**config.mk**
```make
export PLATFORM = sky130hd
export DESIGN_NAME = legacy_shadow_decoder
export DESIGN_NICKNAME = d
export VERILOG_FILES = /design/src/rtl/shadow_pkg.sv /design/src/rtl/shadow_rst_sync.sv /design/src/rtl/shadow_regbank.sv /design/src/rtl/shadow_decode.sv /design/src/rtl/legacy_shadow_decoder.sv
export SDC_FILE = /design/constraint.sdc
export NUM_CORES = 1
export LEC_CHECK = 0
export BUFFER_PORTS_ARGS = -buffer_cell sky130_fd_sc_hd__buf_2
export CAP_MARGIN = 25
export CORE_ASPECT_RATIO = 1.75
export CORE_MARGIN = 5
export CORE_UTILIZATION = 40
export DETAILED_ROUTE_END_ITERATION = 8
export GPL_ROUTABILITY_DRIVEN = 0
export SKIP_CTS_REPAIR_TIMING = 1
export SYNTH_ARGS = -nofsm -noshare
export SYNTH_HDL_FRONTEND = slang
export SYNTH_SLANG_ARGS = --single-unit
```
**constraint.sdc**
```tcl
create_clock -name clk -period 1.9 [get_ports clk]
set_input_delay 0.095 -clock clk [delete_from_list [all_inputs] [get_ports clk]]
set_output_delay 0.095 -clock clk [all_outputs]
set_load 0.01 [all_outputs]
```
**src/rtl/shadow_pkg.sv**
```systemverilog
package shadow_pkg;
  typedef enum logic [1:0] {
    ROUTE_LOCAL = 2'b00,
    ROUTE_EXT   = 2'b01,
    ROUTE_BLOCK = 2'b10
  } route_e;

  // compressed storage of one shadow byte: bits 5,4,1,0
  typedef struct packed {
    logic wr_hi;
    logic rd_hi;
    logic wr_lo;
    logic rd_lo;
  } seg_ctl_t;

  localparam int unsigned NUM_SEG       = 7;       // offsets base+1 .. base+7
  localparam logic [7:0]  BANK_BASE     = 8'h58;
  localparam seg_ctl_t    TOP_RESET     = 4'b1100; // 0x30
  localparam seg_ctl_t    SEG_RESET     = 4'b1111; // 0x33
  localparam logic        VGA_RESET     = 1'b1;    // 0x02
endpackage

```
**src/rtl/shadow_rst_sync.sv**
```systemverilog
module shadow_rst_sync (
  input  logic clk,
  input  logic rst_ni,
  output logic rst_no
);
  logic [1:0] sync_q;

  always_ff @(posedge clk or negedge rst_ni) begin
    if (!rst_ni) sync_q <= 2'b00;
    else         sync_q <= {sync_q[0], 1'b1};
  end

  assign rst_no = sync_q[1];
endmodule

```
**src/rtl/shadow_regbank.sv**
```systemverilog
module shadow_regbank
  import shadow_pkg::*;
#(
  parameter int unsigned CFG_AW = 8,
  parameter int unsigned DATA_W = 8
) (
  input  logic                         clk,
  input  logic                         rst_n,
  input  logic                         cfg_we,
  input  logic [CFG_AW-1:0]            cfg_addr,
  input  logic [DATA_W-1:0]            cfg_wdata,
  output logic [DATA_W-1:0]            cfg_rdata,
  output logic                         vga_en,
  output seg_ctl_t [NUM_SEG-1:0]       seg_ctl
);
  localparam int unsigned SUB_W = 3;

  logic             in_bank;
  logic [SUB_W-1:0] sub;
  logic             vga_q, vga_d, vga_ce;
  seg_ctl_t [NUM_SEG-1:0] seg_q, seg_d;
  logic     [NUM_SEG-1:0] seg_ce;
  logic             unused_wdata;

  assign in_bank      = (cfg_addr[CFG_AW-1:SUB_W] == BANK_BASE[CFG_AW-1:SUB_W]);
  assign sub          = cfg_addr[SUB_W-1:0];
  assign unused_wdata = ^cfg_wdata;

  // video window enable: next state
  always_comb begin
    vga_ce = cfg_we && in_bank && (sub == '0);
    vga_d  = cfg_wdata[1];
  end

  always_ff @(posedge clk or negedge rst_n) begin
    if (!rst_n)      vga_q <= VGA_RESET;
    else if (vga_ce) vga_q <= vga_d;
  end

  for (genvar k = 0; k < NUM_SEG; k++) begin : g_seg
    always_comb begin
      seg_ce[k] = cfg_we && in_bank && (sub == SUB_W'(k + 1));
      seg_d[k]  = '{wr_hi: cfg_wdata[5], rd_hi: cfg_wdata[4],
                    wr_lo: cfg_wdata[1], rd_lo: cfg_wdata[0]};
    end

    always_ff @(posedge clk or negedge rst_n) begin
      if (!rst_n)         seg_q[k] <= (k == 0) ? TOP_RESET : SEG_RESET;
      else if (seg_ce[k]) seg_q[k] <= seg_d[k];
    end
  end

  // read mux
  always_comb begin
    cfg_rdata = '0;
    if (in_bank) begin
      if (sub == '0) cfg_rdata[1] = vga_q;
      for (int k = 0; k < NUM_SEG; k++) begin
        if (sub == SUB_W'(k + 1)) begin
          cfg_rdata[0] = seg_q[k].rd_lo;
          cfg_rdata[1] = seg_q[k].wr_lo;
          cfg_rdata[4] = seg_q[k].rd_hi;
          cfg_rdata[5] = seg_q[k].wr_hi;
        end
      end
    end
  end

  assign vga_en  = vga_q;
  assign seg_ctl = seg_q;

  // writes outside the bank leave all state untouched
  assert_unimpl_ignored_R3: assert property (@(posedge clk) disable iff (!rst_n)
    (cfg_we && !in_bank) |=> ($stable(seg_q) && $stable(vga_q)));

  // only masked bits ever read back from the bank
  assert_read_mask_R2: assert property (@(posedge clk) disable iff (!rst_n)
    (in_bank && sub != '0) |-> ((cfg_rdata & ~DATA_W'(8'h33)) == '0));

  // a write to the video byte is captured from bit 1 only
  assert_vga_capture_R2: assert property (@(posedge clk) disable iff (!rst_n)
    (cfg_we && in_bank && sub == '0) |=> (vga_en == $past(cfg_wdata[1])));
endmodule

```
**src/rtl/shadow_decode.sv**
```systemverilog
module shadow_decode
  import shadow_pkg::*;
#(
  parameter int unsigned HI_W        = 6,
  parameter bit          MC_POLARITY = 1'b0
) (
  input  logic [HI_W-1:0]         acc_hi,
  input  logic                    acc_write,
  input  logic                    vga_en,
  input  seg_ctl_t [NUM_SEG-1:0]  seg_ctl,
  output logic [1:0]              route
);
  localparam int unsigned TOP = HI_W - 1;

  logic [2:0] span;
  logic       half;
  logic       shadowed;
  logic       ctl;
  seg_ctl_t   pick;
  route_e     route_e_w;

  assign span = acc_hi[TOP-2:TOP-4];
  assign half = acc_hi[TOP-5];

  always_comb begin
    route_e_w = ROUTE_LOCAL;
    shadowed  = 1'b0;
    ctl       = 1'b0;
    pick      = seg_ctl[1];
    if (acc_hi[TOP]) begin
      if (!acc_hi[TOP-1]) begin
        if (!acc_hi[TOP-2]) begin
          shadowed = 1'b1;
          ctl      = acc_write ? seg_ctl[0].wr_lo : seg_ctl[0].rd_lo;
        end else begin
          route_e_w = vga_en ? ROUTE_EXT : ROUTE_BLOCK;
        end
      end else if (acc_hi[TOP-2:TOP-3] == 2'b11) begin
        shadowed = 1'b1;
        ctl      = acc_write ? seg_ctl[0].wr_hi : seg_ctl[0].rd_hi;
      end else begin
        shadowed = 1'b1;
        for (int k = 1; k < NUM_SEG; k++) begin
          if (span == 3'(k - 1)) pick = seg_ctl[k];
        end
        if (half) ctl = acc_write ? pick.wr_hi : pick.rd_hi;
        else      ctl = acc_write ? pick.wr_lo : pick.rd_lo;
      end
    end
    if (shadowed) route_e_w = (ctl ^ MC_POLARITY) ? ROUTE_EXT : ROUTE_LOCAL;
  end

  assign route = route_e_w;
endmodule

```
**src/rtl/legacy_shadow_decoder.sv**
```systemverilog
module legacy_shadow_decoder
  import shadow_pkg::*;
#(
  parameter int unsigned CFG_AW      = 8,
  parameter int unsigned DATA_W      = 8,
  parameter int unsigned ADDR_W      = 20,
  parameter bit          MC_POLARITY = 1'b0
) (
  input  logic              clk,
  input  logic              rst_n,
  input  logic              cfg_we,
  input  logic [CFG_AW-1:0] cfg_addr,
  input  logic [DATA_W-1:0] cfg_wdata,
  output logic [DATA_W-1:0] cfg_rdata,
  input  logic [ADDR_W-1:0] acc_addr,
  input  logic              acc_write,
  output logic [1:0]        acc_route
);
  localparam int unsigned HI_W  = 6;
  localparam int unsigned LOW_W = ADDR_W - HI_W;

  logic                   rst_sync_n;
  logic                   vga_en;
  seg_ctl_t [NUM_SEG-1:0] seg_ctl;
  logic                   unused_low;

  assign unused_low = ^acc_addr[LOW_W-1:0];

  shadow_rst_sync u_rst_sync (
    .clk    (clk),
    .rst_ni (rst_n),
    .rst_no (rst_sync_n)
  );

  shadow_regbank #(.CFG_AW(CFG_AW), .DATA_W(DATA_W)) u_regbank (
    .clk       (clk),
    .rst_n     (rst_sync_n),
    .cfg_we    (cfg_we),
    .cfg_addr  (cfg_addr),
    .cfg_wdata (cfg_wdata),
    .cfg_rdata (cfg_rdata),
    .vga_en    (vga_en),
    .seg_ctl   (seg_ctl)
  );

  shadow_decode #(.HI_W(HI_W), .MC_POLARITY(MC_POLARITY)) u_decode (
    .acc_hi    (acc_addr[ADDR_W-1:LOW_W]),
    .acc_write (acc_write),
    .vga_en    (vga_en),
    .seg_ctl   (seg_ctl),
    .route     (acc_route)
  );

  // illegal route code never produced
  assert_route_legal_R10: assert property (@(posedge clk) disable iff (!rst_sync_n)
    acc_route != 2'b11);

  // low memory always local
  assert_low_local_R4: assert property (@(posedge clk) disable iff (!rst_sync_n)
    !acc_addr[ADDR_W-1] |-> acc_route == ROUTE_LOCAL);

  // video window never local
  assert_vga_not_local_R9: assert property (@(posedge clk) disable iff (!rst_sync_n)
    (acc_addr[ADDR_W-1 -: 3] == 3'b101) |-> acc_route != ROUTE_LOCAL);

  // video byte write governs the window from the next cycle
  assert_vga_follow_R9: assert property (@(posedge clk) disable iff (!rst_sync_n)
    (cfg_we && cfg_addr == CFG_AW'(8'h58)) |=>
      ((acc_addr[ADDR_W-1 -: 3] != 3'b101) ||
       (acc_route == ($past(cfg_wdata[1]) ? ROUTE_EXT : ROUTE_BLOCK))));

  // first option byte governs the first 16 KB reads from the next cycle
  assert_seg_follow_R7: assert property (@(posedge clk) disable iff (!rst_sync_n)
    (cfg_we && cfg_addr == CFG_AW'(8'h5A)) |=>
      ((acc_addr[ADDR_W-1 -: 6] != 6'b110000) || acc_write ||
       (acc_route == (($past(cfg_wdata[0]) ^ MC_POLARITY) ? ROUTE_EXT : ROUTE_LOCAL))));
endmodule

```
==> flow_summary_export.csv <==
group,metric,value,unit
finish,drive_gt1_share,56.9,%
yosys,synth_top_cell_by_area,"dfstp_2",
route,postRouteAntennaNets,0,
floorplanning,core,0.00471,mm²
pwr,power.density,638,mW/mm²
run_status,status,"complete, but fails checks",
sta,fin_crit,2.12,ns
setup_path,crit_path_end_kind,"output pin",
global_route,grt_use_met3,3.30,%
pwr,vdd_drop_max,0.550,mV
floorplanning,io_pins,50,
route,drt_iter0_markers,65,
yosys,yosys_warnings,0,
yosys,synth_top_area_share,36.6,%
place,post-place-cells,245,
yosys,yosysSeqAreaShare,41.7,%
yosys,synthTopCellsByCount,"mux2_2 (32), dfstp_2 (27), a21oi_1 (9), mux2i_1 (9)",
yosys,ys_top_cells_by_area,"dfstp_2 (37%), mux2_2 (19%), mux4_2 (5.8%)",
global_route,grt_usage,15.4,%
yosys,syn_inst,167,
global_route,antenna_found_initial,0,
floorplanning,die-width,62.6,µm
cts,clkTransAtPathRegs,0.06,ns
global_route,grt_max_degree,30,
setup_path,cp_max_fo,2,
cts,htreeDepth,2,
global_route,grt_pass1_vias,1541,
yosys,synthesis.area,0.00194,mm²
cts,cts_buffers,5,
yosys,synth-async-reset-ratio,100,%
route,via_count,1454,
route,routed_via_density,5.72,
cts,clk_latency,0.28,ns
yosys,synthDistinctLibCells,39,
finish,final_cell_count_no_fill,254,
global_route,met2_usage,27.2,%
setup_path,start_kind,"flop",
floorplanning,die_area,0.00640,mm²
pwr,fin_total_pwr,1430,µW
sta,finClkSkew,0.00253,ns
global_route,use_met1,17.6,%
finish,final_area,0.00224,mm²
finish,multiInputGateArea,0.00105,mm²
setup_path,critical_path_class,"reg -> out",
route,drcViolationCount,0,
floorplanning,floorplan.initialDensity,41.2,%
yosys,synth_area_per_cell,11.6,µm²
finish,fillers,447,
floorplanning,num_rows,33,
pwr,p_leak,0.000945,µW
setup_path,crit_required,1.80,ns
cts,clockBufferDepth,2,
finish,ff_latch_area,810,µm²
global_route,grt_pass1_wl,7.65,mm
finish,layout.nets,241,
run_status,violations,"setup timing",
sta,setup_slack,-0.217,ns
min_path,hp-class,"in -> async",
sta,fmax,472,MHz
place,dp_hpwl,3.56,mm
route,first_pass_iters,4,
place,port_buffers,27,
cts,clkSinkCount,31,
yosys,ys_seq_elements,31,
job,drv_cap,0,
floorplanning,die_y,102,µm
finish,area_growth,15.6,%
cts,cts_tree,"yes",
finish,diodes,0,
cts,cts-root-buf,"clkbuf_8",
yosys,yosysMostFrequentCell,"mux2_2",
global_route,overflow,0,
yosys,synth_ff_type,"dfstp_2",
yosys,synth_edf_count,0,
sta,rsz0062_at_grt,"yes",
sta,finalHoldViolations,0,
sta,finalCritPeriodShare,111,%
route,post_drt_wl_per_cell,18.3,µm
sta,holdWs,0.124,ns
route,drt_wl_total,4.65,mm
sta,finalSetupViolations,1,
global_route,gr-max-usage-layer,"met2",
place,dpl_cell_area,0.00214,mm²
sta,slew_viol_final,0,
setup_path,crit_arrival,2.02,ns
[registers in the layout (all words and copies together), names as in the netlist]
signal,count
u_regbank.seg_ctl,28
u_rst_sync.sync_q,2
u_regbank.vga_en,1
[where the power goes]
group / leakage, µW / internal, µW / switching, µW
Combinational: 0.000573 / 97.8 / 107
Clock: 0.0000422 / 256 / 229
Sequential: 0.000330 / 715 / 24.9
Total: 0.000945 / 1070 / 361
[metal layers]
metal | routed length (µm) | vias up
met5 | 0 | -
met4 | 106 | 0
met3 | 202 | 10
met2 | 2430 | 43
met1 | 1910 | 723
li1 | - | 678
[cell families (layout without fill, tap and decap cells)]
family | after synthesis | in the layout | share of synthesized area [%]
muxes | 46 | 46 | 29.0
AOI/OAI and AO/OA | 26 | 26 | 8.84
and+or+nand+nor | 45 | 45 | 14.8
other | 2 | 5 | 0.387
DFF | 31 | 31 | 41.7
buffers and inverters | 17 | 49 | 5.16
[final cells by class]
| class | count | share of cell area (%) |
|---|---|---|
| Tap cell | 52 | 2.90 |
| Inverter | 1 | 0.167 |
| Clock inverter | 1 | 0.223 |
| Sequential cell | 31 | 36.1 |
| Clock buffer | 7 | 3.40 |
| Timing Repair Buffer | 40 | 10.5 |
| Multi-Input combinational cell | 122 | 46.7 |
[critical path, stage by stage, from the launching register on]
cell and delay (ns):
dfstp_2 0.53, or3b_1 0.36, a311oi_2 0.24, o21ai_1 0.11, a32o_1 0.22, a41oi_2 0.14
buf_2 0.16
[path summary, 6_finish.rpt]
| path | from | endpoint | slack, ns | depth (start not counted) |
|---|---|---|---|---|
| max in group asynchronous | u_rst_sync.sync_q[1] | u_regbank.seg_ctl[12] | 1.34 | 1 |
| max | u_regbank.seg_ctl[21] | acc_route[0] | -0.22 | 6 |
| min in group clk | cfg_wdata[5] | u_regbank.seg_ctl[7] | 0.14 | 2 |
| min reg2reg | u_rst_sync.sync_q[1] | u_regbank.seg_ctl[1] | 0.25 | 1 |
| max reg2reg | u_regbank.seg_ctl[21] | u_regbank.seg_ctl[21] | 1.07 | 2 |
| min | rst_n | u_rst_sync.sync_q[0] | 0.12 | 2 |
[through the flow]
stage | setup TNS, ns | setup WS, ns | utilization (%)
3_5_place_dp | -0.0303 | -0.0303 | 45.6
6_report | -0.217 | -0.217 | 47.6
2_1_floorplan | 0 | 0.188 | -
3_3_place_gp | -0.0172 | -0.0172 | 45.6
4_1_cts | -0.336 | -0.336 | 47.3
5_1_grt | -0.300 | -0.300 | 47.6
[cells in the final DEF, fill, tap and decap left out, types with 2 or more instances in the layout]
master    Yosys  routed
a211oi_1      4       4
a21oi_1       9       9
and3b_1       2       2
buf_2         5      27
buf_4         6      12
clkbuf_1      4       2
clkbuf_8      0       5
conb_1        2       5
dfrtp_1       4       4
dfstp_2      27      27
mux2_2       32      32
mux2i_1       9       9
mux4_2        5       5
nand2_1       7       7
nand2b_1      4       4
nand3_1       3       3
nand3b_1      3       3
nand4_1       2       2
nor2_1        7       7
nor2b_1       3       3
nor3_1        4       4
nor3b_1       2       2
nor3b_2       2       2
o21ai_0       5       4
Note: power is estimated with default switching activity, not from simulation.
